<file path="src/rtl/osf_pkg.sv">
package osf_pkg;

  typedef enum logic [2:0] {
    ST_INIT    = 3'd0,
    ST_CONFIG  = 3'd1,
    ST_CFG_REQ = 3'd2,
    ST_ACCESS  = 3'd3,
    ST_ACC_REQ = 3'd4,
    ST_LOWPWR  = 3'd5,
    ST_LPE_REQ = 3'd6,
    ST_LPX_REQ = 3'd7
  } osf_state_e;

  localparam logic [2:0] OP_INIT   = 3'd0;
  localparam logic [2:0] OP_CONFIG = 3'd1;
  localparam logic [2:0] OP_GO     = 3'd2;
  localparam logic [2:0] OP_SLEEP  = 3'd3;
  localparam logic [2:0] OP_WAKEUP = 3'd4;

  function automatic logic is_resting(input osf_state_e s);
    return (s == ST_INIT) || (s == ST_CONFIG) || (s == ST_ACCESS) || (s == ST_LOWPWR);
  endfunction

  // Request state entered for a command in a resting state; returns the
  // current state when the command is not legal there.
  function automatic osf_state_e route_cmd(input osf_state_e cur, input logic [2:0] op);
    osf_state_e nxt;
    nxt = cur;
    unique case (cur)
      ST_INIT:   if (op == OP_CONFIG) nxt = ST_CFG_REQ;
      ST_CONFIG: if (op == OP_GO)     nxt = ST_ACC_REQ;
      ST_ACCESS: begin
        if (op == OP_CONFIG)     nxt = ST_CFG_REQ;
        else if (op == OP_SLEEP) nxt = ST_LPE_REQ;
      end
      ST_LOWPWR: if (op == OP_WAKEUP) nxt = ST_LPX_REQ;
      default:   nxt = cur;
    endcase
    return nxt;
  endfunction

  // Resting state that a request state settles into.
  function automatic osf_state_e settle_of(input osf_state_e req);
    osf_state_e tgt;
    unique case (req)
      ST_CFG_REQ: tgt = ST_CONFIG;
      ST_ACC_REQ: tgt = ST_ACCESS;
      ST_LPE_REQ: tgt = ST_LOWPWR;
      ST_LPX_REQ: tgt = ST_ACCESS;
      default:    tgt = req;
    endcase
    return tgt;
  endfunction

  // Dwell load value: a request of zero still shows for one cycle.
  function automatic logic [7:0] dwell_load(input logic [7:0] req_cycles);
    return (req_cycles == 8'd0) ? 8'd0 : req_cycles - 8'd1;
  endfunction

endpackage

</file>
<file path="src/rtl/osf_cmd_decode.sv">
module osf_cmd_decode
  import osf_pkg::*;
(
  input  osf_state_e cur_state,
  input  logic       cmd_valid,
  input  logic [2:0] cmd_code,
  output logic       cmd_accept,
  output osf_state_e req_state
);

  osf_state_e routed;

  always_comb begin
    routed     = route_cmd(cur_state, cmd_code);
    cmd_accept = cmd_valid && is_resting(cur_state) && (routed != cur_state);
    req_state  = routed;
  end

endmodule

</file>
<file path="src/rtl/osf_dwell_timer.sv">
module osf_dwell_timer
  import osf_pkg::*;
#(
  parameter int DWELL_W = 4
) (
  input  logic               clk,
  input  logic               rst_n,
  input  logic               load,
  input  logic [DWELL_W-1:0] dwell,
  output logic               done
);

  logic [DWELL_W-1:0] cnt;
  logic [7:0]         wide_req;
  logic [7:0]         wide_load;

  always_comb begin
    wide_req  = 8'(dwell);
    wide_load = dwell_load(wide_req);
  end

  always_ff @(posedge clk or negedge rst_n) begin
    if (!rst_n) begin
      cnt <= '0;
    end else if (load) begin
      cnt <= wide_load[DWELL_W-1:0];
    end else if (cnt != '0) begin
      cnt <= cnt - 1'b1;
    end
  end

  assign done = (cnt == '0);

endmodule

</file>
<file path="src/rtl/osf_opstate_fsm.sv">
module osf_opstate_fsm
  import osf_pkg::*;
#(
  parameter int DWELL_W = 4
) (
  input  logic               clk,
  input  logic               rst_n,
  input  logic               cmd_valid,
  input  logic [2:0]         cmd_code,
  input  logic [DWELL_W-1:0] dwell_cycles,
  input  logic               lp_entry_ack,
  input  logic               lp_exit_ack,
  output logic [2:0]         stat,
  output logic               lp_entry_req,
  output logic               lp_exit_req
);

  osf_state_e state;
  osf_state_e req_state;
  logic       cmd_accept;
  logic       dwell_done;
  logic       hs_ok;
  logic       settle;

  osf_cmd_decode u_dec (
    .cur_state  (state),
    .cmd_valid  (cmd_valid),
    .cmd_code   (cmd_code),
    .cmd_accept (cmd_accept),
    .req_state  (req_state)
  );

  osf_dwell_timer #(.DWELL_W(DWELL_W)) u_dwell (
    .clk   (clk),
    .rst_n (rst_n),
    .load  (cmd_accept),
    .dwell (dwell_cycles),
    .done  (dwell_done)
  );

  always_comb begin
    unique case (state)
      ST_LPE_REQ: hs_ok = lp_entry_ack;
      ST_LPX_REQ: hs_ok = lp_exit_ack;
      default:    hs_ok = 1'b1;
    endcase
    settle = !is_resting(state) && dwell_done && hs_ok;
  end

  always_ff @(posedge clk or negedge rst_n) begin
    if (!rst_n) begin
      state <= ST_INIT;
    end else if (cmd_accept) begin
      state <= req_state;
    end else if (settle) begin
      state <= settle_of(state);
    end
  end

  assign stat         = state;
  assign lp_entry_req = (state == ST_LPE_REQ);
  assign lp_exit_req  = (state == ST_LPX_REQ);

endmodule

</file>
<file path="config.mk">
export PLATFORM = sky130hd
export DESIGN_NAME = osf_opstate_fsm
export DESIGN_NICKNAME = d
export VERILOG_FILES = /design/src/rtl/osf_pkg.sv /design/src/rtl/osf_cmd_decode.sv /design/src/rtl/osf_dwell_timer.sv /design/src/rtl/osf_opstate_fsm.sv
export SDC_FILE = /design/constraint.sdc
export NUM_CORES = 1
export LEC_CHECK = 0
export ABC_AREA = 1
export BUFFER_PORTS_ARGS = -buffer_cell sky130_fd_sc_hd__buf_4
export CELL_PAD_IN_SITES_DETAIL_PLACEMENT = 0
export CELL_PAD_IN_SITES_GLOBAL_PLACEMENT = 2
export CORE_ASPECT_RATIO = 1.75
export CORE_MARGIN = 2
export CORE_UTILIZATION = 27
export CTS_CLUSTER_DIAMETER = 100
export CTS_CLUSTER_SIZE = 28
export DETAILED_ROUTE_END_ITERATION = 7
export PLACE_DENSITY_LB_ADDON = 0.2
export SETUP_SLACK_MARGIN = 0.1
export SYNTH_ARGS = -nofsm -noshare
export SYNTH_HDL_FRONTEND = slang
export SYNTH_SLANG_ARGS = --single-unit
</file>
<file path="constraint.sdc">
create_clock -name clk -period 2 [get_ports clk]
set_clock_uncertainty 0.05 [all_clocks]
set_input_delay 0.1 -clock clk [delete_from_list [all_inputs] [get_ports clk]]
set_output_delay 0.1 -clock clk [all_outputs]
set_load 0.01 [all_outputs]
</file>
==> results of run 1 <==
## flip-flops by register name, indices dropped and copies added, names as in the netlist
register     cells
u_dwell.cnt      4
stat             3
## layout by cell type, fill, tap and decap left out, drive strengths merged, types with 2 or more instances in the layout
cell type and n:
nand2 29, inv 16, o21ai 4, nand3 13, clkbuf 4, ha 2
nor3 4, dfrtp 7, buf 16, a21oi 4, xor2 2, nor2 24
## through the flow
step / setup slack, ns / cells / total power, mW / util / area (sq um)
after floorplan: 0.516 / 111 / 0.865 / - / 719
after global placement: 0.384 / 152 / 1.06 / 0.341 / 861
after detailed placement: 0.393 / 152 / 1.05 / 0.341 / 861
after CTS: 0.389 / 157 / 1.26 / 0.363 / 916
after global routing: 0.211 / 157 / 1.38 / 0.363 / 916
final: 0.416 / 157 / 1.24 / 0.363 / 916
## power by group
group | internal (mW) | switching, mW | leakage [nW]
Clock | 0.138 | 0.0637 | 0.0228
Sequential | 0.213 | 0.0905 | 0.0854
Combinational | 0.279 | 0.452 | 0.374
## final timing paths
path	from	slack, ns	cells after the start	end
worst min-delay path	dwell_cycles[3]	0.16	3	u_dwell.cnt[3]
min in group asynchronous	rst_n	0.17	2	u_dwell.cnt[3]
max in group asynchronous	rst_n	1.60	2	stat[1]
worst max register to register	stat[1]	0.42	10	stat[0]
worst max-delay path	stat[1]	0.42	10	stat[0]
worst min register to register	u_dwell.cnt[1]	0.50	2	u_dwell.cnt[1]
## final cells by class
cell class,instances,share of cell area
Tap cell,26,0.0355
Inverter,16,0.0683
Timing Repair Buffer,17,0.142
Sequential cell,7,0.191
Multi-Input combinational cell,87,0.514
Clock buffer,4,0.0492
## tightest hold or removal path, stage by stage
cell and delay [ns]:
buf_4 0.11, nand2_1 0.07, o21ai_0 0.10
## timing repair
action,CTS,global route
buffers inserted,0,0
endpoints found under the hold margin,7,0
hold buffers,1,0
gates resized for setup,0,0
## layer usage
metal / global-route usage / wire, microns / vias up
li1: - / - / 391
met1: 0.118 / 619 / 347
met2: 0.278 / 1110 / 9
met3: 0.0174 / 48 / 2
met4: 0.0404 / 9 / 0
met5: 0 / 0 / -
## kinds of logic after synthesis
logic type,after synthesis,share of synthesized area
AO/OA/AOI/OAI,11,0.0974
XOR/XNOR,2,0.0244
adder cells (fa/ha/maj),2,0.0348
buffers and inverters,17,0.103
flip-flops,7,0.243
AND/OR/NAND/NOR,72,0.497
==> results.tsv, run 1 <==
metric	value	unit
outcome	complete, no violations	
share of flip-flops with an asynchronous set or reset	1.00	
worst path bufs/invs	1	
CTS Root Cell	clkbuf_8	
Yosys top cell by area	dfrtp_1	
Post-Syn Instances	111	
slowest stage delay, CP	0.48	ns
Post-Syn Area	719	sq um
initial antenna violation count	0	
Total Routed Length	1.79	mm
CP delay by family, top	simple AND/OR/NAND/NOR gates	
die width	43.0	microns
critical path class	reg2reg	
Remaining DRCs	0	
crit end category	flop	
grt ovf	0	
post-synth top area share	0.243	
count leader, synth	nor2_1	
sequential share of the synthesized area	0.243	
area of the core	2520	sq um
Fmax achieved	0.631	GHz
CP max FO	10	
global placement routability congestion	0.771	
Fin Hold WS	0.164	ns
Reg area	175	sq um
Sinks on Clock Net	7	
Die Height	72.3	microns
final hold vios	0	
proportion of layout cells with a drive suffix above 1	0.260	
final slew viol count	0	
GR Util All Layers	0.131	
Syn. warnings	0	
CP max stage cell	dfrtp_1	
period utilisation layout	0.792	
I/O pins	17	
vias per cell	4.77	
Hold WC Path Type	in2reg	
Cell Pwr Density	1350	nW/um^2
Final setup viols	0	
Port Buffers	16	
vias in the first global route	742	
maxcap violations	0	
n_diodes	0	
Period minus WS final	1.58	ns
Clk Latency, worst-skew pair	0.23	ns
pin count of the biggest net entering global routing	11	
Worst slew margin	0.789	
EDFF count, synth	0	
clk buf depth	2	
total number of vias	749	
worst path cell trace	inv_4, nand3_2, nor2_1, nor2_1, nand2_2, nand3_2, nand2_4, nand2_4, nor2_1, nor2_1	
post-DP HPWL	1.56	mm
setup repair after global routing missed its margin	no	
top area cells in the synthesized netlist	dfrtp_1, nor2_1, nand2_1, nand3_1, inv_1	
nets	146	
CP arrival	1.65	ns
1st-iter DRT viols	9	
Post-DRT Antenna Nets	0	
Setup Total Neg Slack	0	ns
Seq cells post-synth	7	
mean post-synth cell area	6.48	sq um
Die Area	3110	sq um
Initial Util	0.285	
startpoint types	flop	
Pleak	0.482	nW
Max IR drop VDD	0.573	mV
clock transition at the registers of the reported paths	0.04	ns
most repeated library cell on the critical path	nor2_1	
area of the multi-input gates	470	sq um
top cells by count, synth	nor2_1, nand2_1, inv_1	
Avg WL per Cell	11.4	microns
worst slew pin tran	0.316	ns
Main synth FF type	dfrtp_1	
first-pass GRT wire length	3.13	mm
Layout area overhead	27.3	%
Initial DRT Pass Iterations	6	
CTS tree	done	
H-tree depth	1	
row count	24	
TritonCTS Buffers	3	
Layout fillers	293	
Synth cell types	23	
WP data required	2.06	ns
Syn Nets	125	
(Power assumes the default switching activity.)
==> inputs of run 2 (changes only) <==
--- a/config.mk
+++ b/config.mk
@@ -11,7 +11,7 @@
 export CELL_PAD_IN_SITES_GLOBAL_PLACEMENT = 2
 export CORE_ASPECT_RATIO = 1.75
 export CORE_MARGIN = 2
-export CORE_UTILIZATION = 27
+export CORE_UTILIZATION = 24
 export CTS_CLUSTER_DIAMETER = 100
 export CTS_CLUSTER_SIZE = 28
 export DETAILED_ROUTE_END_ITERATION = 7
==> constraint.sdc (replaced) <==
create_clock -name clk -period 1.32 [get_ports clk]
set_clock_uncertainty 0.05 [all_clocks]
set_input_delay 0.066 -clock clk [delete_from_list [all_inputs] [get_ports clk]]
set_output_delay 0.066 -clock clk [all_outputs]
set_load 0.01 [all_outputs]
==> run 2 against run 1 <==
  * The flow now finishes with violations (setup timing)
  * Sequential power rose by 55%
  * Clock power is 52% higher
  * Final area rose by 32%
  * Via count up 15%
  * Critical path depth decreased by 1
  * Worst hold slack lost 0.064 ns
  * Cell count up 15%
  * Maximum frequency rose by 2.9%
  * Non-clock buffer count up 21
  * Combinational power increased by 140%
  * Largest cell class unchanged
==> results.tsv, run 2 (same netlist as run 1, synthesis figures left out) <==
metric	value	unit	change
Initial DRT Pass Iterations	3		was 6
Port Buffers	16		unchanged
GR Util All Layers	0.143		was 0.131
Hold Crit Endpoint	u_dwell.cnt[3]		unchanged
outcome	complete, but fails checks		was complete, no violations
row count	26		was 24
CTS tree	done		unchanged
Clk Latency, worst-skew pair	0.23	ns	about the same
Reg-to-Reg Start	stat[2]		was stat[1]
Avg WL per Cell	11.9	microns	was 11.4 microns
initial antenna violation count	0		unchanged
Setup Total Neg Slack	-1.51	ns	was 0 ns
Worst slew margin	0.776		was 0.789
R2R cell count	9		was 10
worst path bufs/invs	0		was 1
first-pass GRT wire length	3.73	mm	was 3.13 mm
cell area after layout	1200	sq um	was 916 sq um
Total Routed Length	2.16	mm	was 1.79 mm
Reg area	179	sq um	was 175 sq um
H-tree depth	1		unchanged
total power	2.54	mW	was 1.24 mW
grt ovf	0		unchanged
final slew viol count	0		unchanged
worst slew pin tran	0.332	ns	was 0.316 ns
1st-iter DRT viols	7		was 9
most repeated library cell on the critical path	nand2_4		was nor2_1
CP max stage cell	dfrtp_2		was dfrtp_1
Area after DPL	998	sq um	was 861 sq um
Final Non-Filler Cells	181		was 157
hold path cells	3		unchanged
CTS Root Cell	clkbuf_8		unchanged
total number of vias	860		was 749
I/O pins	17		unchanged
Sinks on Clock Net	7		unchanged
period utilisation layout	1.17		was 0.792
Fin Hold WS	0.100	ns	was 0.164 ns
r2r setup slk	-0.22	ns	was 0.42 ns
slowest stage delay, CP	0.46	ns	was 0.48 ns
n_diodes	0		unchanged
most frequent cells in the layout	buf_4, nand2_1, nor2_1		was nor2_1, nand2_1, buf_4
Max IR drop VDD	1.05	mV	was 0.573 mV
Fmax achieved	0.649	GHz	was 0.631 GHz
CP delay by family, top	simple AND/OR/NAND/NOR gates		unchanged
clock transition at the registers of the reported paths	0.04	ns	about the same
Cell Pwr Density	2110	nW/um^2	was 1350 nW/um^2
pin count of the biggest net entering global routing	8		was 11
Die Area	3470	sq um	was 3110 sq um
CP max FO	7		was 10
Period minus WS final	1.54	ns	was 1.58 ns
RR Endpoint	stat[0]		unchanged
clk buf depth	2		unchanged
Remaining DRCs	0		unchanged
Initial Util	0.248		was 0.285
critical path class	reg2reg		unchanged
maxcap violations	0		unchanged
hold path start	dwell_cycles[3]		unchanged
Hold WC Path Type	in2reg		unchanged
max reg flops	4		unchanged
area of the multi-input gates	588	sq um	was 470 sq um
vias in the first global route	881		was 742
area of the core	2900	sq um	was 2520 sq um
crit end category	flop		unchanged
proportion of layout cells with a drive suffix above 1	0.497		was 0.260
Layout area overhead	67.5	%	was 27.3%
nets	168		was 146
startpoint types	flop		unchanged
setup repair after global routing missed its margin	yes		was no
final hold vios	0		unchanged
vias per cell	4.75		was 4.77
most common cell after layout, fill and taps aside	buf_4		was nor2_1
dpl cells	170		was 152
global placement routability congestion	0.759		was 0.771
TritonCTS Buffers	3		unchanged
Final setup viols	9		was 0
Layout fillers	300		was 293
worst path cell trace	nor3_2, nand2_1, nand2_2, nand3_2, nand2_4, nand2_8, nand2_4, nor2_4, nor2_2		was inv_4, nand3_2, nor2_1, nor2_1, nand2_2, nand3_2, nand2_4, nand2_4, nor2_1, nor2_1
die width	45.4	microns	was 43.0 microns
Reg with most FFs	u_dwell.cnt		unchanged
Post-DRT Antenna Nets	0		unchanged
Die Height	76.4	microns	was 72.3 microns
Pleak	0.611	nW	was 0.482 nW
CP arrival	1.65	ns	about the same
post-DP HPWL	1.71	mm	was 1.56 mm
final worst slack	-0.220	ns	was 0.416 ns
WP data required	1.43	ns	was 2.06 ns
failing checks	setup timing		
run 2: changes by cell type in the layout (fill, tap and decap cells not counted), sizes merged:
cell,before,now
nand2,29,30
buf,16,37
run 2: report_power, final:
part	internal [mW]	switching, mW
sequential	0.330	0.141
combinational	0.776	0.983
clock	0.209	0.0987
total	1.32	1.22
run 2: metrics by stage:
| step | util | setup WS (ns) |
|---|---|---|
| 3_5_place_dp | 0.345 | -0.332 |
| 2_1_floorplan | - | -0.130 |
| 4_1_cts | 0.411 | -0.180 |
| 5_1_grt | 0.416 | -0.324 |
| 3_3_place_gp | 0.345 | -0.370 |
| 6_report | 0.416 | -0.220 |
run 2: worst max-delay path by stage:
stage / to / start / depth (start not counted) / slack (ns)
after floorplan: stat[0] / stat[1] / 11 / -0.13
after global placement: stat[0] / stat[1] / 11 / -0.37
after detailed placement: stat[0] / stat[1] / 11 / -0.33
after CTS: stat[0] / stat[1] / 11 / -0.18
after global routing: u_dwell.cnt[2] / stat[1] / 11 / -0.32
final: stat[0] / stat[2] / 9 / -0.22
run 2: repair_timing:
item,in CTS,in global routing
hold buffers,1,0
endpoints found under the setup margin,9,10
buffers inserted,5,0
resized for setup,23,6
pin swaps,9,2
hold endpoints to repair,7,0
cloned,1,0
run 2: routing by layer:
layer  vias up  wire length (microns)  track usage
met5         -                      0            0
met3         6                     45       0.0166
met1       400                    712        0.131
li1        440                      -            -
met2        14                   1340        0.270
met4         0                     69       0.0824
run 2: worst register-to-register path, stage by stage (launching register included):
cell	delay, ns
dfrtp_2	0.46
nor3_2	0.27
nand2_1	0.10
nand2_2	0.08
nand3_2	0.08
nand2_4	0.16
nand2_8	0.09
nand2_4	0.08
nor2_4	0.04
nor2_2	0.08
run 2: final cells by class:
type,instances,area share
Clock buffer,4,0.0374
Inverter,16,0.0519
Multi-Input combinational cell,88,0.488
Tap cell,28,0.0291
Sequential cell,7,0.148
Timing Repair Buffer,38,0.245
==> inputs of run 3 (changes only) <==
--- a/config.mk
+++ b/config.mk
@@ -5,13 +5,12 @@
 export SDC_FILE = /design/constraint.sdc
 export NUM_CORES = 1
 export LEC_CHECK = 0
-export ABC_AREA = 1
 export BUFFER_PORTS_ARGS = -buffer_cell sky130_fd_sc_hd__buf_4
 export CELL_PAD_IN_SITES_DETAIL_PLACEMENT = 0
 export CELL_PAD_IN_SITES_GLOBAL_PLACEMENT = 2
-export CORE_ASPECT_RATIO = 1.75
+export CORE_ASPECT_RATIO = 1.25
 export CORE_MARGIN = 2
-export CORE_UTILIZATION = 24
+export CORE_UTILIZATION = 26
 export CTS_CLUSTER_DIAMETER = 100
 export CTS_CLUSTER_SIZE = 28
 export DETAILED_ROUTE_END_ITERATION = 7
==> run 3 against run 2 <==
  * The flow still finishes with violations (setup timing)
  * Utilization increased by 2.0 points
  * Synthesized area is 14% lower
  * Sequential share of layout area rose by 3.1 points
  * Synthesized cell count fell by 37%
  * Maximum frequency is 12% lower
  * Sequential cell count did not move
  * Clock power fell by 35%
  * Wire length decreased by 24%
  * Global-route usage decreased by 0.57 points
  * Cell count fell by 23%
  * Sequential power is 9.6% lower
  * Power fell by 28%
  * Critical endpoint is now u_dwell.cnt[0]
==> results.tsv, run 3 <==
metric	value	unit	change
outcome	complete, but fails checks		unchanged
failing checks	setup timing		unchanged
clock transition at the registers of the reported paths	0.06	ns	was 0.04 ns
WP data required	1.41	ns	was 1.43 ns
vias per cell	4.71		was 4.75
Pleak	0.454	nW	was 0.611 nW
hold path start	dwell_cycles[3]		unchanged
proportion of layout cells with a drive suffix above 1	0.472		was 0.497
proportion of synthesized area in mux cells	0.0724		was 0
Avg WL per Cell	11.9	microns	about the same
Period minus WS final	1.76	ns	was 1.54 ns
share of flip-flops with an asynchronous set or reset	1.00		unchanged
Sinks on Clock Net	7		unchanged
nets	123		was 168
vias in the first global route	666		was 881
Max IR drop VDD	0.944	mV	was 1.05 mV
CTS tree	done		unchanged
Synth Area in Compound Gates	0.258		was 0.0974
most frequent cells in the layout	buf_4, nor2_1, nand2_1, dfrtp_1, buf_6		was buf_4, nand2_1, nor2_1
Reg area	175	sq um	was 179 sq um
Post-DRT Antenna Nets	0		unchanged
Reg with most FFs	u_dwell.cnt		unchanged
initial antenna violation count	0		unchanged
worst slew pin tran	0.409	ns	was 0.332 ns
most common cell after layout, fill and taps aside	buf_4		unchanged
Worst slew margin	0.728		was 0.776
RR Endpoint	u_dwell.cnt[0]		was stat[0]
final worst slack	-0.438	ns	was -0.220 ns
Final setup viols	7		was 9
pin count of the biggest net entering global routing	15		was 8
Total Routed Length	1.65	mm	was 2.16 mm
clk buf depth	2		unchanged
Post-Syn Area	622	sq um	was 719 sq um
Syn. warnings	0		unchanged
top cells by count, synth	nor2_1, dfrtp_1, nand2_1		was nor2_1, nand2_1, inv_1
startpoint types	flop		unchanged
r2r setup slk	-0.44	ns	was -0.22 ns
grt ovf	0		unchanged
fin util	0.436		was 0.416
Post-Syn Instances	70		was 111
hold path cells	3		unchanged
Layout area overhead	56.7	%	was 67.5%
Remaining DRCs	0		unchanged
Main synth FF type	dfrtp_1		unchanged
Fmax achieved	0.569	GHz	was 0.649 GHz
EDFF count, synth	0		unchanged
count leader, synth	nor2_1		unchanged
CTS Root Cell	clkbuf_4		was clkbuf_8
Die Height	58.7	microns	was 76.4 microns
max reg flops	4		unchanged
post-DP HPWL	1.32	mm	was 1.71 mm
Cell Pwr Density	1880	nW/um^2	was 2110 nW/um^2
Die Area	2800	sq um	was 3470 sq um
R2R cell count	4		was 9
Yosys top cell by area	dfrtp_1		unchanged
GR Util All Layers	0.138		was 0.143
Layout fillers	262		was 300
post-synth top area share	0.282		was 0.243
crit end category	flop		unchanged
sequential share of the synthesized area	0.282		was 0.243
Hold Crit Endpoint	u_dwell.cnt[3]		unchanged
Synth cell types	35		was 23
area of the core	2230	sq um	was 2900 sq um
row count	19		was 26
H-tree depth	1		unchanged
TritonCTS Buffers	3		unchanged
largest family of logic cells by synthesized area	simple AND/OR/NAND/NOR gates		unchanged
Hold WC Path Type	in2reg		unchanged
maxcap violations	0		unchanged
Clk Latency, worst-skew pair	0.26	ns	was 0.23 ns
global placement routability congestion	0.746		was 0.759
Syn Nets	84		was 125
I/O pins	17		unchanged
Reg-to-Reg Start	stat[0]		was stat[2]
setup repair after global routing missed its margin	yes		unchanged
CP arrival	1.85	ns	was 1.65 ns
CP max FO	5		was 7
Initial DRT Pass Iterations	2		was 3
period utilisation layout	1.33		was 1.17
critical path class	reg2reg		unchanged
Setup Total Neg Slack	-2.63	ns	was -1.51 ns
mean post-synth cell area	8.88	sq um	was 6.48 sq um
n_diodes	0		unchanged
final slew viol count	0		unchanged
Seq cells post-synth	7		unchanged
Initial Util	0.278		was 0.248
Simple-Gate Fraction of Synth Area	0.272		was 0.497
final hold vios	0		unchanged
total power	1.83	mW	was 2.54 mW
Port Buffers	16		unchanged
total number of vias	654		was 860
Post-Synth XOR/XNOR Area	0.0282		was 0.0243
1st-iter DRT viols	6		was 7
area of the multi-input gates	423	sq um	was 588 sq um
synthesized-area fraction occupied by adder cells	0.0402		was 0.0348
die width	47.7	microns	was 45.4 microns
first-pass GRT wire length	2.79	mm	was 3.73 mm
top area cells in the synthesized netlist	dfrtp_1, nor2_1, mux2i_1, a2111oi_4, nand2_1		was dfrtp_1, nor2_1, nand2_1, nand3_1, inv_1
-- run 3: changes by cell type after synthesis, sizes merged, moves of 2 or more --
| cell | before | now |
|---|---|---|
| nand2 | 29 | 7 |
| o31ai | 0 | 2 |
| nand3 | 13 | 2 |
| mux2i | 0 | 3 |
| or3b | 0 | 2 |
| clkbuf | 0 | 2 |
| nor2 | 24 | 9 |
| o21a | 0 | 2 |
| inv | 16 | 2 |
-- run 3: cell families (layout without fill, tap and decap cells) --
family                   count (synthesis)  in the layout
AND/OR/NAND/NOR                         32             32
AO/OA/AOI/OAI                           17             17
flip-flops                               7              7
buffers and inverters                    6             44
multiplexers                             4              4
adder cells (fa/ha/maj)                  2              2
XOR/XNOR                                 2              2
-- run 3: final cells by class --
cell class,instances,share of cell area
clock buffer,4,0.0270
inverter,2,0.00770
multi-input combinational,57,0.434
sequential,7,0.180
tap,31,0.0398
timing repair buffer,38,0.312
-- run 3: worst max path at each step --
stage | from | endpoint | slack, ns | depth (start not counted)
finish | stat[0] | u_dwell.cnt[0] | -0.44 | 4
CTS | stat[0] | u_dwell.cnt[0] | -0.44 | 4
detailed placement | stat[0] | u_dwell.cnt[0] | -0.43 | 4
floorplan | stat[0] | u_dwell.cnt[0] | -0.49 | 4
global placement | stat[0] | u_dwell.cnt[0] | -0.42 | 4
global route | stat[0] | u_dwell.cnt[0] | -0.51 | 4
-- run 3: timing repair --
item / CTS / global route
gates resized for setup: 3 / 5
setup endpoints to repair: 9 / 10
hold endpoints to repair: 7 / 0
hold buffers: 1 / 0
gates cloned: 0 / 1
setup buffers: 0 / 2
pin swaps: 1 / 3
-- run 3: routing by layer --
layer	up-vias	global-route usage	wire length, microns
met4	0	0.0463	31
li1	328	-	-
met5	-	0	0
met2	13	0.265	986
met3	4	0.0215	58
met1	309	0.139	574
-- run 3: through the flow --
step | cell area (sq um) | hold WS, ns | std cells | worst slack (ns)
2_1_floorplan | 623 | -0.280 | 70 | -0.488
3_3_place_gp | 893 | -0.168 | 131 | -0.419
3_5_place_dp | 893 | -0.168 | 131 | -0.431
4_1_cts | 936 | 0.0365 | 136 | -0.435
5_1_grt | 975 | 0.0674 | 139 | -0.514
6_report | 975 | 0.0455 | 139 | -0.438
-- run 3: report_power, final --
part / switching, mW / total (mW) / internal, mW
Clock: 0.0832 / 0.199 / 0.116
Sequential: 0.101 / 0.426 / 0.325
Combinational: 0.522 / 1.21 / 0.687
Total: 0.706 / 1.83 / 1.13
-- run 3: worst max-delay path, stage by stage (launching register included) --
cell and delay (ns):
dfrtp_1 0.38, or3b_4 0.39, a2111oi_4 0.34, o31ai_4 0.17, mux2_4 0.32
